--- config.mk ---
export PLATFORM = sky130hd
export DESIGN_NAME = bm_chan_regs
export DESIGN_NICKNAME = d
export VERILOG_FILES = /design/src/rtl/bm_chan_pkg.sv /design/src/rtl/bm_cmd_reg.sv /design/src/rtl/bm_stat_reg.sv /design/src/rtl/bm_base_reg.sv /design/src/rtl/bm_chan_regs.sv
export SDC_FILE = /design/constraint.sdc
export NUM_CORES = 1
export LEC_CHECK = 0
export ABC_CLOCK_PERIOD_IN_PS = 2300
export BUFFER_PORTS_ARGS = -buffer_cell sky130_fd_sc_hd__clkbuf_2
export CAP_MARGIN = 25
export CORE_MARGIN = 2
export CORE_UTILIZATION = 54
export DETAILED_ROUTE_END_ITERATION = 16
export PLACE_DENSITY = 0.89
export SKIP_CTS_REPAIR_TIMING = 1
export SKIP_LAST_GASP = 1
export SLEW_MARGIN = 15
export SYNTH_ARGS = -nofsm -noshare
export SYNTH_HDL_FRONTEND = slang
export SYNTH_HIERARCHICAL = 1
export SYNTH_SLANG_ARGS = --single-unit
--- constraint.sdc ---
create_clock -name clk -period 2.3 [get_ports clk]
set_input_delay 0.345 -clock clk [delete_from_list [all_inputs] [get_ports clk]]
set_output_delay 0.345 -clock clk [all_outputs]
set_load 0.05 [all_outputs]
--- src/rtl/bm_chan_pkg.sv ---
// Package: shared constants for the bus-master channel registers.
// Assumes a 32-bit register port with four byte lanes.
package bm_chan_pkg;
    localparam int REG_W   = 32;
    localparam int LANES   = REG_W / 8;
    localparam int ADDR_W  = 3;
    // Command byte fields
    localparam int CMD_START = 0;
    localparam int CMD_DIR   = 3;
    localparam logic [7:0] CMD_KEEP = 8'h09;
    // Status byte fields
    localparam int ST_ACT = 0;
    localparam int ST_ERR = 1;
    localparam int ST_INT = 2;
    localparam int ST_SW5 = 5;
    localparam int ST_SW6 = 6;
    // Byte lanes within word 0
    localparam int LANE_CMD  = 0;
    localparam int LANE_STAT = 2;
endpackage

--- src/rtl/bm_cmd_reg.sv ---
// Module: command byte and start/stop edge detection.
// Keeps the start and direction bits. It acts only when a write changes
// the start bit, and registers the kick and cancel pulses for the engine.
// Assumes wr_en is already qualified by word select and lane 0 enable.
module bm_cmd_reg
    import bm_chan_pkg::*;
(
    input  logic       clk,
    input  logic       rst_n,
    input  logic       wr_en,
    input  logic [7:0] wbyte,
    input  logic       active_q,
    output logic [7:0] cmd_q,
    output logic       kick_q,
    output logic       cancel_q,
    output logic       set_act,
    output logic       clr_act,
    output logic       reload
);
    logic start_chg;
    logic start_rise;
    logic start_fall;

    // Decode a change of the start bit from the incoming write
    always_comb begin
        start_chg  = wr_en && (wbyte[CMD_START] != cmd_q[CMD_START]);
        start_rise = start_chg && wbyte[CMD_START];
        start_fall = start_chg && !wbyte[CMD_START];
        set_act    = start_rise && !active_q;
        clr_act    = start_fall;
        reload     = start_rise;
    end

    // Store the kept command bits and register the engine pulses
    always_ff @(posedge clk) begin
        if (!rst_n) begin
            cmd_q    <= '0;
            kick_q   <= 1'b0;
            cancel_q <= 1'b0;
        end else begin
            if (wr_en) cmd_q <= wbyte & CMD_KEEP;
            kick_q   <= set_act;
            cancel_q <= start_fall;
        end
    end

    AST_SAME_START_QUIET: assert property (@(posedge clk) disable iff (!rst_n)
        (wr_en && (wbyte[CMD_START] == cmd_q[CMD_START])) |=> (!kick_q && !cancel_q));
    AST_CANCEL_AFTER_STOP: assert property (@(posedge clk) disable iff (!rst_n)
        cancel_q |-> !cmd_q[CMD_START]);
endmodule

--- src/rtl/bm_stat_reg.sv ---
// Module: status byte.
// Holds the hardware-owned active bit, the write-one-to-clear error and
// interrupt bits, and two plain software bits.
// Assumes hardware sets take priority over a clearing write in the same
// cycle, and that a start from idle takes priority over completion.
module bm_stat_reg
    import bm_chan_pkg::*;
(
    input  logic       clk,
    input  logic       rst_n,
    input  logic       wr_en,
    input  logic [7:0] wbyte,
    input  logic       set_act,
    input  logic       clr_act,
    input  logic       eng_done,
    input  logic       eng_err,
    input  logic       drv_irq,
    output logic [7:0] stat_q
);
    logic irq_prev;
    logic irq_rise;
    logic act_q, err_q, int_q, sw5_q, sw6_q;

    // Track the previous interrupt level, independent of reset
    always_ff @(posedge clk) begin
        irq_prev <= drv_irq;
    end

    // Detect a rising interrupt level
    always_comb begin
        irq_rise = drv_irq && !irq_prev;
    end

    // Update the active bit: start from idle sets it, stop or done clears it
    always_ff @(posedge clk) begin
        if (!rst_n)                     act_q <= 1'b0;
        else if (set_act)               act_q <= 1'b1;
        else if (clr_act || eng_done)   act_q <= 1'b0;
    end

    // Update the error bit: engine error sets it, writing 1 clears it
    always_ff @(posedge clk) begin
        if (!rst_n)                          err_q <= 1'b0;
        else if (eng_err)                    err_q <= 1'b1;
        else if (wr_en && wbyte[ST_ERR])     err_q <= 1'b0;
    end

    // Update the interrupt bit: interrupt rise sets it, writing 1 clears it
    always_ff @(posedge clk) begin
        if (!rst_n)                          int_q <= 1'b0;
        else if (irq_rise)                   int_q <= 1'b1;
        else if (wr_en && wbyte[ST_INT])     int_q <= 1'b0;
    end

    // Update the two plain software bits on a status write
    always_ff @(posedge clk) begin
        if (!rst_n) begin
            sw5_q <= 1'b0;
            sw6_q <= 1'b0;
        end else if (wr_en) begin
            sw5_q <= wbyte[ST_SW5];
            sw6_q <= wbyte[ST_SW6];
        end
    end

    // Assemble the status byte
    always_comb begin
        stat_q         = '0;
        stat_q[ST_ACT] = act_q;
        stat_q[ST_ERR] = err_q;
        stat_q[ST_INT] = int_q;
        stat_q[ST_SW5] = sw5_q;
        stat_q[ST_SW6] = sw6_q;
    end

    AST_IRQ_LATCH: assert property (@(posedge clk) disable iff (!rst_n)
        $rose(drv_irq) |=> stat_q[ST_INT]);
    AST_W1C_CLEARS: assert property (@(posedge clk) disable iff (!rst_n)
        (wr_en && wbyte[ST_INT] && !irq_rise) |=> !stat_q[ST_INT]);
    AST_DONE_IDLE: assert property (@(posedge clk) disable iff (!rst_n)
        (eng_done && !set_act) |=> !stat_q[ST_ACT]);
    AST_ACT_KEPT_ON_WRITE: assert property (@(posedge clk) disable iff (!rst_n)
        (wr_en && !set_act && !clr_act && !eng_done) |=> (stat_q[ST_ACT] == $past(stat_q[ST_ACT])));
endmodule

--- src/rtl/bm_base_reg.sv ---
// Module: descriptor table base register and current descriptor pointer.
// Each byte lane is written independently, and the two low address bits
// are held at zero. The pointer copies the base when a start rise occurs.
module bm_base_reg
    import bm_chan_pkg::*;
(
    input  logic             clk,
    input  logic             rst_n,
    input  logic             wr_en,
    input  logic [LANES-1:0] be,
    input  logic [REG_W-1:0] wdata,
    input  logic             reload,
    output logic [REG_W-1:0] base_q,
    output logic [REG_W-1:0] ptr_q
);
    logic [REG_W-1:0] base_raw;

    for (genvar ln = 0; ln < LANES; ln++) begin : g_lane
        // Write one byte lane of the base register when enabled
        always_ff @(posedge clk) begin
            if (!rst_n)                base_raw[ln*8 +: 8] <= '0;
            else if (wr_en && be[ln])  base_raw[ln*8 +: 8] <= wdata[ln*8 +: 8];
        end
    end

    // Force dword alignment on the visible base value
    always_comb begin
        base_q = {base_raw[REG_W-1:2], 2'b00};
    end

    // Reload the current descriptor pointer on a start rise
    always_ff @(posedge clk) begin
        if (!rst_n)       ptr_q <= '0;
        else if (reload)  ptr_q <= base_q;
    end

    AST_PTR_RELOAD: assert property (@(posedge clk) disable iff (!rst_n)
        reload |=> (ptr_q == $past(base_q)));
    AST_PTR_HOLD: assert property (@(posedge clk) disable iff (!rst_n)
        !reload |=> $stable(ptr_q));
endmodule

--- src/rtl/bm_chan_regs.sv ---
// Module: top of one bus-master channel register set.
// Decodes the byte-enabled register port into the command, status and
// base blocks, builds the read word, and forwards the drive interrupt.
// Assumes word accesses; reg_addr[1:0] are ignored.
module bm_chan_regs
    import bm_chan_pkg::*;
(
    input  logic              clk,
    input  logic              rst_n,
    input  logic              reg_wr,
    input  logic [ADDR_W-1:0] reg_addr,
    input  logic [LANES-1:0]  reg_be,
    input  logic [REG_W-1:0]  reg_wdata,
    output logic [REG_W-1:0]  reg_rdata,
    output logic              dma_kick,
    output logic              dma_cancel,
    output logic              dma_dir,
    output logic [REG_W-1:0]  dma_desc_ptr,
    input  logic              eng_done,
    input  logic              eng_err,
    input  logic              drv_irq,
    output logic              irq_out
);
    logic       word_sel;
    logic       cmd_wr, stat_wr, base_wr;
    logic [7:0] cmd_q, stat_q;
    logic       set_act, clr_act, reload;
    logic [REG_W-1:0] base_q;

    // Decode the word select and per-register write enables
    always_comb begin
        word_sel = reg_addr[2];
        cmd_wr   = reg_wr && !word_sel && reg_be[LANE_CMD];
        stat_wr  = reg_wr && !word_sel && reg_be[LANE_STAT];
        base_wr  = reg_wr && word_sel;
    end

    bm_cmd_reg u_cmd (
        .clk      (clk),
        .rst_n    (rst_n),
        .wr_en    (cmd_wr),
        .wbyte    (reg_wdata[LANE_CMD*8 +: 8]),
        .active_q (stat_q[ST_ACT]),
        .cmd_q    (cmd_q),
        .kick_q   (dma_kick),
        .cancel_q (dma_cancel),
        .set_act  (set_act),
        .clr_act  (clr_act),
        .reload   (reload)
    );

    bm_stat_reg u_stat (
        .clk      (clk),
        .rst_n    (rst_n),
        .wr_en    (stat_wr),
        .wbyte    (reg_wdata[LANE_STAT*8 +: 8]),
        .set_act  (set_act),
        .clr_act  (clr_act),
        .eng_done (eng_done),
        .eng_err  (eng_err),
        .drv_irq  (drv_irq),
        .stat_q   (stat_q)
    );

    bm_base_reg u_base (
        .clk    (clk),
        .rst_n  (rst_n),
        .wr_en  (base_wr),
        .be     (reg_be),
        .wdata  (reg_wdata),
        .reload (reload),
        .base_q (base_q),
        .ptr_q  (dma_desc_ptr)
    );

    // Build the read word and drive the engine-facing levels
    always_comb begin
        reg_rdata = '0;
        if (word_sel) begin
            reg_rdata = base_q;
        end else begin
            reg_rdata[LANE_CMD*8 +: 8]  = cmd_q;
            reg_rdata[LANE_STAT*8 +: 8] = stat_q;
        end
        dma_dir = cmd_q[CMD_DIR];
        irq_out = drv_irq;
    end

    AST_KICK_MEANS_ACTIVE: assert property (@(posedge clk) disable iff (!rst_n)
        dma_kick |-> (stat_q[ST_ACT] && cmd_q[CMD_START]));
    AST_CANCEL_MEANS_IDLE: assert property (@(posedge clk) disable iff (!rst_n)
        dma_cancel |-> !stat_q[ST_ACT]);
    AST_NO_KICK_AND_CANCEL: assert property (@(posedge clk) disable iff (!rst_n)
        !(dma_kick && dma_cancel));
    AST_BASE_ALIGNED: assert property (@(posedge clk) disable iff (!rst_n)
        base_wr |=> (base_q[1:0] == 2'b00));
endmodule

==> impl_metrics.json <==
{
  "grt_pass1_vias": 2308,
  "p_leak_nw": 1.684,
  "routabilityCongestion": 0.7673,
  "cp_slowest_stage_delay_ns": 0.32,
  "combPwrFrac_pct": 12.9,
  "crit_start": "reg_addr[2]",
  "yosysWarnings": 6,
  "swShare_pct": 26.70,
  "mostFrequentLayoutCell": "clkbuf_2",
  "grt_pass1_wl_um": 11030,
  "cp_num_cells": 4,
  "synth_mux_area_share_pct": 16.73,
  "wl_um": 6855,
  "fp.dieW_um": 82.85,
  "ys_seq_elements": 70,
  "synth-compound-area-share_pct": 7.976,
  "path_cells": "clkbuf_2 -> buf_4 -> mux2_4 -> clkbuf_2",
  "finalMaxSlewViolations": 0,
  "fill_cells": 481,
  "drc": 0,
  "final.setup.worst_slack_ns": 0.6139,
  "setup_viol": 0,
  "ios": 113,
  "fp-row-count": 28,
  "syn_area_um2": 3357,
  "fin_crit_ns": 1.686,
  "synth_top_family_by_area": "simple AND/OR/NAND/NOR gates",
  "cts.sinks": 70,
  "portBuffers": 106,
  "rr_startpoint": "u_cmd/cmd_q[0]",
  "p_int_mw": 1.913,
  "ff2ff_setup_slack_ns": 1.01,
  "post-synth-top-area-cell": "dfxtp_1",
  "drive_above_1_share_pct": 40.90,
  "coreArea_um2": 5956,
  "endpoint": "reg_rdata[3]",
  "first_pass_iters": 4,
  "diodes": 0,
  "dieArea_um2": 6863,
  "crit_type": "input port to output port",
  "cts_buffers": 9,
  "clock_latency_ns": 0.33,
  "cp.arrival_ns": 1.34,
  "die_h_um": 82.85,
  "crit_fanout": 21,
  "p_clk_share_pct": 39.0,
  "maxCapViolCount": 0,
  "pwr-share-seq_pct": 48.1,
  "antenna_left": 0,
  "place_ws_ns": 0.5121,
  "cpMostUsedCell": "clkbuf_2",
  "end_kind": "output port",
  "synth_xor_area_share_pct": 0,
  "vias": 2523,
  "fmax_mhz": 593.1,
  "p_per_area_nw_per_um2": 664.7,
  "path_delay_family": "buffers and inverters",
  "worstRegToRegCells": 4,
  "cts_max_path_buffers": 2,
  "yosysTopAreaCellShare_pct": 41.74,
  "avgSynthCellArea_um2": 10.17,
  "synth-simple-area-share_pct": 21.80,
  "start_util_pct": 56.37,
  "seq_area_frac_synth_pct": 41.74,
  "grt_max_degree": 101,
  "synthAdderAreaFrac_pct": 0,
  "critPathSlowestCell": "mux2_4",
  "dp_hpwl_um": 4753,
  "antenna_found_initial": 0,
  "detail_route.wl_per_cell_um": 13.77,
  "cts_tree": "done",
  "power_switching_mw": 0.6971,
  "setup_tns_ns": 0,
  "grt_overflow": 0,
  "status": "finished, final reports clean",
  "synth_cells": 330,
  "track_usage_pct": 19.32,
  "detail_route.vias_per_cell": 5.066,
  "clkTransAtPathRegs_ns": 0.07,
  "final_cell_mix": "106 x clkbuf_2, 70 x dfxtp_1, 34 x mux2i_1, 34 x nor2b_1, 32 x nand2_1",
  "hold_viol": 0,
  "post-route-period-util_pct": 73.31,
  "fin_worst_skew_ns": 0.009881,
  "synthTopCellsByArea": "dfxtp_1 42%, mux2i_1 10%, nor2b_1 6.3%",
  "synth.distinct_cells": 26,
  "holdCritStartpoint": "drv_irq",
  "rsz0062_at_grt": "false",
  "ir_drop_uv": 376.6,
  "clockRootBuffer": "clkbuf_8",
  "synthToLayoutAreaGrowth_pct": 17.00,
  "hp-class": "input port to register",
  "r2r-end": "u_base/ptr_q[4]",
  "timing.critical_path.buf_inv": 3,
  "htreeDepth": 3,
  "cp.required_ns": 1.96,
  "drt_iter0_markers": 104,
  "fin_nets": 463,
  "critical_path.startpoint_type": "input port"
}
==> cell usage after synthesis (all sizes together) <==
cell type   n
o21ai      31
a31o        1
nor3b       2
conb        3
o21a        1
mux2i      34
a31oi       1
inv         1
dfxtp      70
nand4      30
nand2      32
nor2b      34
and2       22
nor2        1
mux2       16
and4bb      1
buf        43
and3b       4
clkbuf      3
==> per-stage QoR <==
| stage | util, % | cell area [µm²] | instances | hold slack [ns] | power [mW] |
|---|---|---|---|---|---|
| after floorplan | - | 3395 | 340 | 0.3727 | 1.569 |
| after global placement | 62.44 | 3719 | 482 | 0.4563 | 1.614 |
| after detailed placement | 62.44 | 3719 | 482 | 0.4641 | 1.620 |
| after CTS | 65.95 | 3928 | 498 | 0.1450 | 2.636 |
| after global routing | 65.95 | 3928 | 498 | 0.1501 | 2.718 |
| final | 65.95 | 3928 | 498 | 0.1582 | 2.611 |
==> power by group through the flow <==
stage / combinational [mW] / clock [mW] / sequential, mW
6_report: 0.337 / 1.02 / 1.26
5_1_grt: 0.359 / 1.10 / 1.26
4_1_cts: 0.337 / 1.04 / 1.26
3_5_place_dp: 0.336 / 0 / 1.28
3_3_place_gp: 0.332 / 0 / 1.28
2_1_floorplan: 0.280 / 0 / 1.29
==> how the worst min path moves through the flow <==
| stage | to | cells after the start |
|---|---|---|
| 2_1_floorplan | u_stat/irq_prev | 0 |
| 3_3_place_gp | u_base/base_q[30] | 2 |
| 3_5_place_dp | u_base/base_q[9] | 2 |
| 4_1_cts | u_stat/irq_prev | 1 |
| 5_1_grt | u_stat/irq_prev | 1 |
| 6_report | u_stat/irq_prev | 1 |
==> routing by layer <==
metal	GRT usage, %	vias up	wire length (µm)
li1	-	1275	-
met1	25.28	1161	3154
met2	30.65	81	3185
met3	5.368	6	451
met4	6.855	0	63
met5	0	-	0
==> logic make-up (layout without fill, tap and decap cells) <==
family	after synthesis	after routing
AO/OA/AOI/OAI	34	34
AND/OR/NAND/NOR	126	126
flip-flops	70	70
multiplexers	50	50
buffers and inverters	47	130
other	3	13
==> cell type report <==
class / count / area, µm² / area share, %
clock inverters: 5 / 57.56 / 1.465
inverters: 1 / 3.754 / 0.09557
multi-input cells: 223 / 1612 / 41.03
repair buffers: 113 / 608.1 / 15.48
well taps: 75 / 93.84 / 2.389
flip-flops and latches: 70 / 1401 / 35.68
clock buffers: 11 / 151.4 / 3.855
(Power assumes the default switching activity.)
